===== src/rtl/rxport_pkg.sv =====
package rxport_pkg;

    localparam int ATM_CELL_BYTES = 53;

    typedef enum logic {
        ST_IDLE = 1'b0,
        ST_XFER = 1'b1
    } xfer_state_e;

    // number of bus words that carry one fixed-size cell
    function automatic int cell_word_count(input int data_w);
        int bytes_per_word;
        bytes_per_word = data_w / 8;
        if (bytes_per_word < 1) bytes_per_word = 1;
        return (ATM_CELL_BYTES + bytes_per_word - 1) / bytes_per_word;
    endfunction

endpackage


===== src/rtl/rxport_ready.sv =====
module rxport_ready #(
    parameter int LEVEL_W = 8
) (
    input  logic [LEVEL_W-1:0] fifo_level,
    input  logic [LEVEL_W-1:0] low_wm,
    input  logic               fifo_eom_any,
    output logic               ready
);
    always_comb begin
        ready = (fifo_level >= low_wm) || fifo_eom_any;
    end
endmodule


===== src/rtl/rxport_ctrl.sv =====
module rxport_ctrl
    import rxport_pkg::*;
#(
    parameter int LEVEL_W    = 8,
    parameter int CELL_WORDS = 27
) (
    input  logic               clk,
    input  logic               rst,
    input  logic               mode_pkt,
    input  logic               rx_enb_n,
    input  logic               ready,
    input  logic [LEVEL_W-1:0] fifo_level,
    input  logic               fifo_rd_eom,
    output logic               pop,
    output logic               first,
    output logic               last,
    output logic               avail,
    output logic               in_xfer
);
    localparam int CNT_W = $clog2(CELL_WORDS + 1);

    xfer_state_e       state_q, state_d;
    logic [CNT_W-1:0]  wcnt_q;
    logic              avail_q;
    logic              active;
    logic              cell_done;

    always_comb begin
        active    = (state_q == ST_XFER) || avail_q;
        pop       = !rx_enb_n && active && (fifo_level != '0);
        cell_done = !mode_pkt && (wcnt_q == CNT_W'(CELL_WORDS - 1));
        last      = pop && (fifo_rd_eom || (fifo_level == LEVEL_W'(1)) || cell_done);
        first     = pop && (state_q == ST_IDLE);
        if (last)     state_d = ST_IDLE;
        else if (pop) state_d = ST_XFER;
        else          state_d = state_q;
    end

    always_ff @(posedge clk) begin
        if (rst) begin
            state_q <= ST_IDLE;
            wcnt_q  <= '0;
            avail_q <= 1'b0;
        end else begin
            state_q <= state_d;
            if (last)     wcnt_q <= '0;
            else if (pop) wcnt_q <= wcnt_q + 1'b1;
            if (last)                     avail_q <= 1'b0;
            else if (state_d == ST_XFER)  avail_q <= 1'b1;
            else                          avail_q <= ready;
        end
    end

    assign avail   = avail_q;
    assign in_xfer = (state_q == ST_XFER);

    // the word count within a cell never reaches the cell length
    a_r7_cell_count_bound: assert property (@(posedge clk) disable iff (rst)
        !mode_pkt |-> (wcnt_q < CNT_W'(CELL_WORDS)));

    // a cell in progress keeps the available flag high
    a_r10_cell_holds_avail: assert property (@(posedge clk) disable iff (rst)
        (in_xfer && !mode_pkt) |-> avail_q);

    // a packet in progress keeps the available flag high
    a_r9_pkt_holds_avail: assert property (@(posedge clk) disable iff (rst)
        (in_xfer && mode_pkt) |-> avail_q);

    // the last word of a transfer drops the flag
    a_r11_end_drops_avail: assert property (@(posedge clk) disable iff (rst)
        last |=> !avail_q);
endmodule


===== src/rtl/rxport_out.sv =====
module rxport_out #(
    parameter int          DATA_W    = 16,
    parameter logic [DATA_W-1:0] FILL_WORD = 16'hDEAD
) (
    input  logic              clk,
    input  logic              rst,
    input  logic              rx_enb_n,
    input  logic              pop,
    input  logic              first,
    input  logic              last,
    input  logic [DATA_W-1:0] fifo_rd_data,
    output logic [DATA_W-1:0] rx_data,
    output logic              rx_valid,
    output logic              rx_sop,
    output logic              rx_eop
);
    always_ff @(posedge clk) begin
        if (rst) begin
            rx_data  <= '0;
            rx_valid <= 1'b0;
            rx_sop   <= 1'b0;
            rx_eop   <= 1'b0;
        end else if (pop) begin
            rx_data  <= fifo_rd_data;
            rx_valid <= 1'b1;
            rx_sop   <= first;
            rx_eop   <= last;
        end else begin
            if (!rx_enb_n) rx_data <= FILL_WORD;
            rx_valid <= 1'b0;
            rx_sop   <= 1'b0;
            rx_eop   <= 1'b0;
        end
    end

    // a selected cycle without a pop yields filler
    a_r4_filler_word: assert property (@(posedge clk) disable iff (rst)
        (!rx_enb_n && !pop) |=> (!rx_valid && rx_data == FILL_WORD));

    // strobes only accompany valid words
    a_r6_strobes_need_valid: assert property (@(posedge clk) disable iff (rst)
        (rx_sop || rx_eop) |-> rx_valid);
endmodule


===== src/rtl/rxport_top.sv =====
module rxport_top
    import rxport_pkg::*;
#(
    parameter int                DATA_W    = 16,
    parameter int                LEVEL_W   = 8,
    parameter logic [DATA_W-1:0] FILL_WORD = 16'hDEAD
) (
    input  logic               clk,
    input  logic               rst,
    input  logic               mode_pkt,
    input  logic [LEVEL_W-1:0] low_wm,
    input  logic               rx_enb_n,
    input  logic [LEVEL_W-1:0] fifo_level,
    input  logic               fifo_eom_any,
    input  logic [DATA_W-1:0]  fifo_rd_data,
    input  logic               fifo_rd_eom,
    output logic               fifo_pop,
    output logic               rx_avail,
    output logic [DATA_W-1:0]  rx_data,
    output logic               rx_valid,
    output logic               rx_sop,
    output logic               rx_eop
);
    localparam int CELL_WORDS = cell_word_count(DATA_W);

    logic ready;
    logic first, last, in_xfer;

    rxport_ready #(.LEVEL_W(LEVEL_W)) u_ready (
        .fifo_level   (fifo_level),
        .low_wm       (low_wm),
        .fifo_eom_any (fifo_eom_any),
        .ready        (ready)
    );

    rxport_ctrl #(.LEVEL_W(LEVEL_W), .CELL_WORDS(CELL_WORDS)) u_ctrl (
        .clk         (clk),
        .rst         (rst),
        .mode_pkt    (mode_pkt),
        .rx_enb_n    (rx_enb_n),
        .ready       (ready),
        .fifo_level  (fifo_level),
        .fifo_rd_eom (fifo_rd_eom),
        .pop         (fifo_pop),
        .first       (first),
        .last        (last),
        .avail       (rx_avail),
        .in_xfer     (in_xfer)
    );

    rxport_out #(.DATA_W(DATA_W), .FILL_WORD(FILL_WORD)) u_out (
        .clk          (clk),
        .rst          (rst),
        .rx_enb_n     (rx_enb_n),
        .pop          (fifo_pop),
        .first        (first),
        .last         (last),
        .fifo_rd_data (fifo_rd_data),
        .rx_data      (rx_data),
        .rx_valid     (rx_valid),
        .rx_sop       (rx_sop),
        .rx_eop       (rx_eop)
    );

    // never pop an empty FIFO
    a_r8_no_empty_pop: assert property (@(posedge clk) disable iff (rst)
        fifo_pop |-> (fifo_level != '0));

    // deselected port never pops
    a_r3_idle_when_deselected: assert property (@(posedge clk) disable iff (rst)
        rx_enb_n |-> !fifo_pop);

    // every pop yields one valid word on the next cycle
    a_r5_pop_gives_valid: assert property (@(posedge clk) disable iff (rst)
        fifo_pop |=> rx_valid);

    // the flag rises only with enough data or an end marker
    a_r2_rise_needs_ready: assert property (@(posedge clk) disable iff (rst)
        $rose(rx_avail) |-> $past((fifo_level >= low_wm) || fifo_eom_any || fifo_pop));
endmodule


===== config.mk =====
export PLATFORM = sky130hd
export DESIGN_NAME = rxport_top
export DESIGN_NICKNAME = d
export VERILOG_FILES = /design/src/rtl/rxport_pkg.sv /design/src/rtl/rxport_ready.sv /design/src/rtl/rxport_ctrl.sv /design/src/rtl/rxport_out.sv /design/src/rtl/rxport_top.sv
export SDC_FILE = /design/constraint.sdc
export NUM_CORES = 1
export LEC_CHECK = 0
export BUFFER_PORTS_ARGS = -buffer_cell sky130_fd_sc_hd__buf_2
export CAP_MARGIN = 20
export CELL_PAD_IN_SITES_DETAIL_PLACEMENT = 0
export CELL_PAD_IN_SITES_GLOBAL_PLACEMENT = 1
export CORE_UTILIZATION = 32
export DETAILED_ROUTE_END_ITERATION = 6
export HOLD_SLACK_MARGIN = 0.06
export PLACE_DENSITY_LB_ADDON = 0.1
export SLEW_MARGIN = 20
export SYNTH_ARGS = -nofsm -noshare
export SYNTH_HDL_FRONTEND = slang
export SYNTH_SLANG_ARGS = --single-unit

===== constraint.sdc =====
create_clock -name clk -period 1.7 [get_ports clk]
set_input_delay 0.085 -clock clk [delete_from_list [all_inputs] [get_ports clk]]
set_output_delay 0.085 -clock clk [all_outputs]
set_load 0.1 [all_outputs]

==> flow_summary_export.csv <==
group,metric,value,unit
sta,post-route-period-util,0.912,
sta,min_period,1.55,ns
clock_network,cts_made_buffers,3,
global_routing,grt_pass1_vias,1119,
detailed_routing,drtIter0Drc,96,
setup_path,cp_slowest_cell,"buf_2",
power,p_clk_frac,0.211,
synthesis,synthCells,119,
detailed_routing,antenna_left,0,
power,p_sw,0.000645,W
floorplan,io_pins,59,
synthesis,yosys_warnings,0,
clock_network,htreeDepth,1,
min_path,min_to,"u_out.rx_data[8]",
placed_design,place_congestion,0.737,
setup_path,cp_top_family,"buffers and inverters",
placed_design,place_inst,220,
setup_path,rr_worst_depth,7,
cells_and_area,layout.nets,231,
power,p_sw_frac,0.403,
synthesis,syn-cell-area,1190,um2
floorplan,fp-row-count,21,
detailed_routing,wl,2770,um
global_routing,grt_usage,0.155,
setup_path,ff2ff_setup_slack,0.18,ns
sta,tns,0,ns
power,ir_worst_vdd,0.587,mV
cells_and_area,drive_above_1_share,0.436,
synthesis,synth.distinct_cells,32,
setup_path,required,1.62,ns
synthesis,syn_avg_cell_area,9.98,um2
placed_design,placed_area,1540,um2
flow_run,cap_viol_max_count,0,
sta,slew_headroom,0.662,
detailed_routing,wl_per_cell,12.2,um
detailed_routing,num_vias,1119,
cells_and_area,fillCellCount,357,
cells_and_area,area_delta_synth_final,36.1,%
setup_path,worst_setup_path_end_kind,"output port",
clock_network,clockBufferDepth,2,
synthesis,synth_nets,167,
power,pwr-share-seq,0.425,
detailed_routing,met3_length,155,um
clock_network,post_cts_resized,0,
detailed_routing,drc,0,
global_routing,antenna_found_initial,0,
detailed_routing,route.detailed.vias_per_inst,4.93,
clock_network,cts.clk_slew.worst_paths,0.08,ns
synthesis,seq_area_frac_synth,0.438,
sta,finClkSkew,0.00326,ns
detailed_routing,met2RoutedLength,1340,um
clock_network,cts_tree,"built",
sta,worstMarginPinSlew,0.506,ns
setup_path,crit_type,"reg2out",
detailed_routing,wl_met1,1250,um
sta,worst_slack,0.150,ns
power,powerDensity,990,nW/um2
outcome,status,"complete, no violations",
sta,slew_viol_final,0,
detailed_routing,first_pass_iters,4,
cells_and_area,stdcell_count,227,
sta,setup_viol,0,
sta,clock.fmax,645,MHz
placed_design,portBuffers,58,
global_routing,grt_max_degree,23,
cells_and_area,insertedDiodeCount,0,
floorplan,die_area,3960,um2
floorplan,start_util,0.345,
min_path,hold_start,"fifo_rd_data[8]",
setup_path,rr_endpoint,"u_ctrl.wcnt_q[2]",
sta,grt_setup_unrepaired,"false",
power,combPwrFrac,0.364,
clock_network,clockRootBuffer,"clkbuf_8",
synthesis,ys_seq_elements,26,
power,p_int,0.000956,W
setup_path,critPathArrivalTime,1.46,ns
setup_path,crit_chain,"o21bai_1, a21o_1, inv_4, buf_2",
clock_network,worstSkewPairLatency,0.26,ns
clock_network,numClockSinks,26,
power,p_leak,0.784,nW
setup_path,slowest_delay,0.43,ns
floorplan,die_w,62.9,um
sta,hold_viol,0,
floorplan,design.core.area,3440,um2
global_routing,grt_overflow_total,0,
placed_design,hpwl,2110,um
cells_and_area,fin_area,1620,um2
global_routing,grt_pass1_wl,4950,um
setup_path,rr_startpoint,"u_ctrl.wcnt_q[0]",
detailed_routing,top_layer_used,"met4",
placed_design,post-place-ws,0.185,ns
min_path,whs_path_depth,3,
setup_path,cp_max_fo,9,
setup_path,cp-start-kind,"flop",
floorplan,die_height,62.9,um
min_path,hp-class,"in2reg",
setup_path,critPathBufInv,2,
==> worst register-to-register path, delay by kind of cell, from the launching register on <==
kind / cells / cell delay [ns]
compound gates: 3 / 0.38
fa+ha+maj: 1 / 0.14
buf+inv: 2 / 0.27
flops: 1 / 0.33
simple gates: 1 / 0.28
==> layout by cell type (no fill, tap or decap), types with 2 or more instances in the layout <==
| cell | instances |
|---|---|
| nand3_1 | 4 |
| or3_1 | 2 |
| ha_1 | 10 |
| a22oi_1 | 6 |
| o221a_2 | 11 |
| a32oi_1 | 4 |
| nand4_1 | 2 |
| clkbuf_8 | 3 |
| a21o_1 | 2 |
| inv_1 | 17 |
| dlygate4sd3_1 | 4 |
| nand2_2 | 2 |
| o22ai_1 | 3 |
| buf_2 | 58 |
| nor3_1 | 2 |
| a2111oi_0 | 2 |
| dfxtp_1 | 25 |
| nor2_1 | 8 |
==> metal layers <==
metal,up-vias,global-route usage
met4,0,0.0291
li1,571,-
met5,-,0
met1,518,0.187
met2,28,0.266
met3,2,0.0493
==> synthesized netlist by cell type, drive strengths merged <==
cell | number | area, um2
inv | 18 | 67.6
dfxtp | 26 | 521
a211o | 1 | 8.76
a22oi | 6 | 45.0
o22ai | 3 | 18.8
a2111oi | 2 | 17.5
ha | 10 | 125
nand2b | 1 | 6.26
nor2 | 8 | 30.0
o31ai | 1 | 7.51
a211oi | 1 | 7.51
nand4 | 2 | 12.5
nand2 | 2 | 12.5
and4 | 1 | 8.76
nor4 | 2 | 18.8
o221a | 11 | 124
nand3 | 4 | 20.0
a21oi | 1 | 5.00
a21o | 2 | 15.0
a32oi | 4 | 35.0
nor3 | 2 | 10.0
o21bai | 1 | 7.51
buf | 3 | 23.8
nor4bb | 1 | 10.0
or3 | 2 | 12.5
clkbuf | 2 | 7.51
o21ai | 2 | 10.0
==> cell families after synthesis <==
family | count (synthesis) | share of synthesized area
AOI/OAI and AO/OA | 35 | 0.254
adders and majority gates | 10 | 0.105
buffers and inverters | 23 | 0.0832
DFF | 26 | 0.438
and+or+nand+nor | 25 | 0.119
==> cell type report <==
type | count | area (um2) | share of cell area
Multi-Input combinational cell | 70 | 568 | 0.351
Sequential cell | 26 | 522 | 0.323
Timing Repair Buffer | 64 | 358 | 0.221
Inverter | 18 | 70.1 | 0.0433
Tap cell | 46 | 57.6 | 0.0356
Clock buffer | 3 | 41.3 | 0.0255
==> stage by stage <==
step / utilization / power [W] / hold WS [ns]
after floorplan: - / 0.00115 / 0.220
after global placement: 0.446 / 0.00127 / 0.314
after detailed placement: 0.446 / 0.00127 / 0.330
after CTS: 0.470 / 0.00162 / 0.0613
after global routing: 0.470 / 0.00169 / 0.0706
final: 0.470 / 0.00160 / 0.0597
==> how the worst max path moves through the flow <==
| stage | cells after the start | startpoint | slack [ns] | end |
|---|---|---|---|---|
| 2_1_floorplan | 5 | u_ctrl.avail | 0.08 | u_ctrl.avail |
| 3_3_place_gp | 7 | u_ctrl.wcnt_q[0] | 0.23 | u_ctrl.wcnt_q[4] |
| 3_5_place_dp | 6 | low_wm[6] | 0.18 | u_ctrl.avail |
| 4_1_cts | 4 | u_ctrl.in_xfer | 0.14 | fifo_pop |
| 5_1_grt | 7 | u_ctrl.wcnt_q[0] | 0.05 | u_ctrl.wcnt_q[2] |
| 6_report | 4 | u_ctrl.in_xfer | 0.15 | fifo_pop |
==> power groups by stage <==
stage | Sequential [W] | Clock [W] | Combinational (W)
6_report | 0.000680 | 0.000337 | 0.000583
5_1_grt | 0.000687 | 0.000382 | 0.000618
4_1_cts | 0.000680 | 0.000354 | 0.000588
3_5_place_dp | 0.000694 | 0 | 0.000580
3_3_place_gp | 0.000693 | 0 | 0.000575
2_1_floorplan | 0.000986 | 0 | 0.000162
==> registers in the layout (all words and copies together), names as in the netlist <==
name / count
u_ctrl.wcnt_q: 5
u_out.rx_sop: 1
u_out.rx_valid: 1
u_out.rx_data: 16
u_out.rx_eop: 1
u_ctrl.in_xfer: 1
u_ctrl.avail: 1
==> repair_timing <==
item                                   CTS  global route
hold buffers                             4             0
setup buffers                            0             0
setup endpoints to repair                0             0
endpoints found under the hold margin    4             0
No activity file was read; power rests on OpenSTA's default activity.
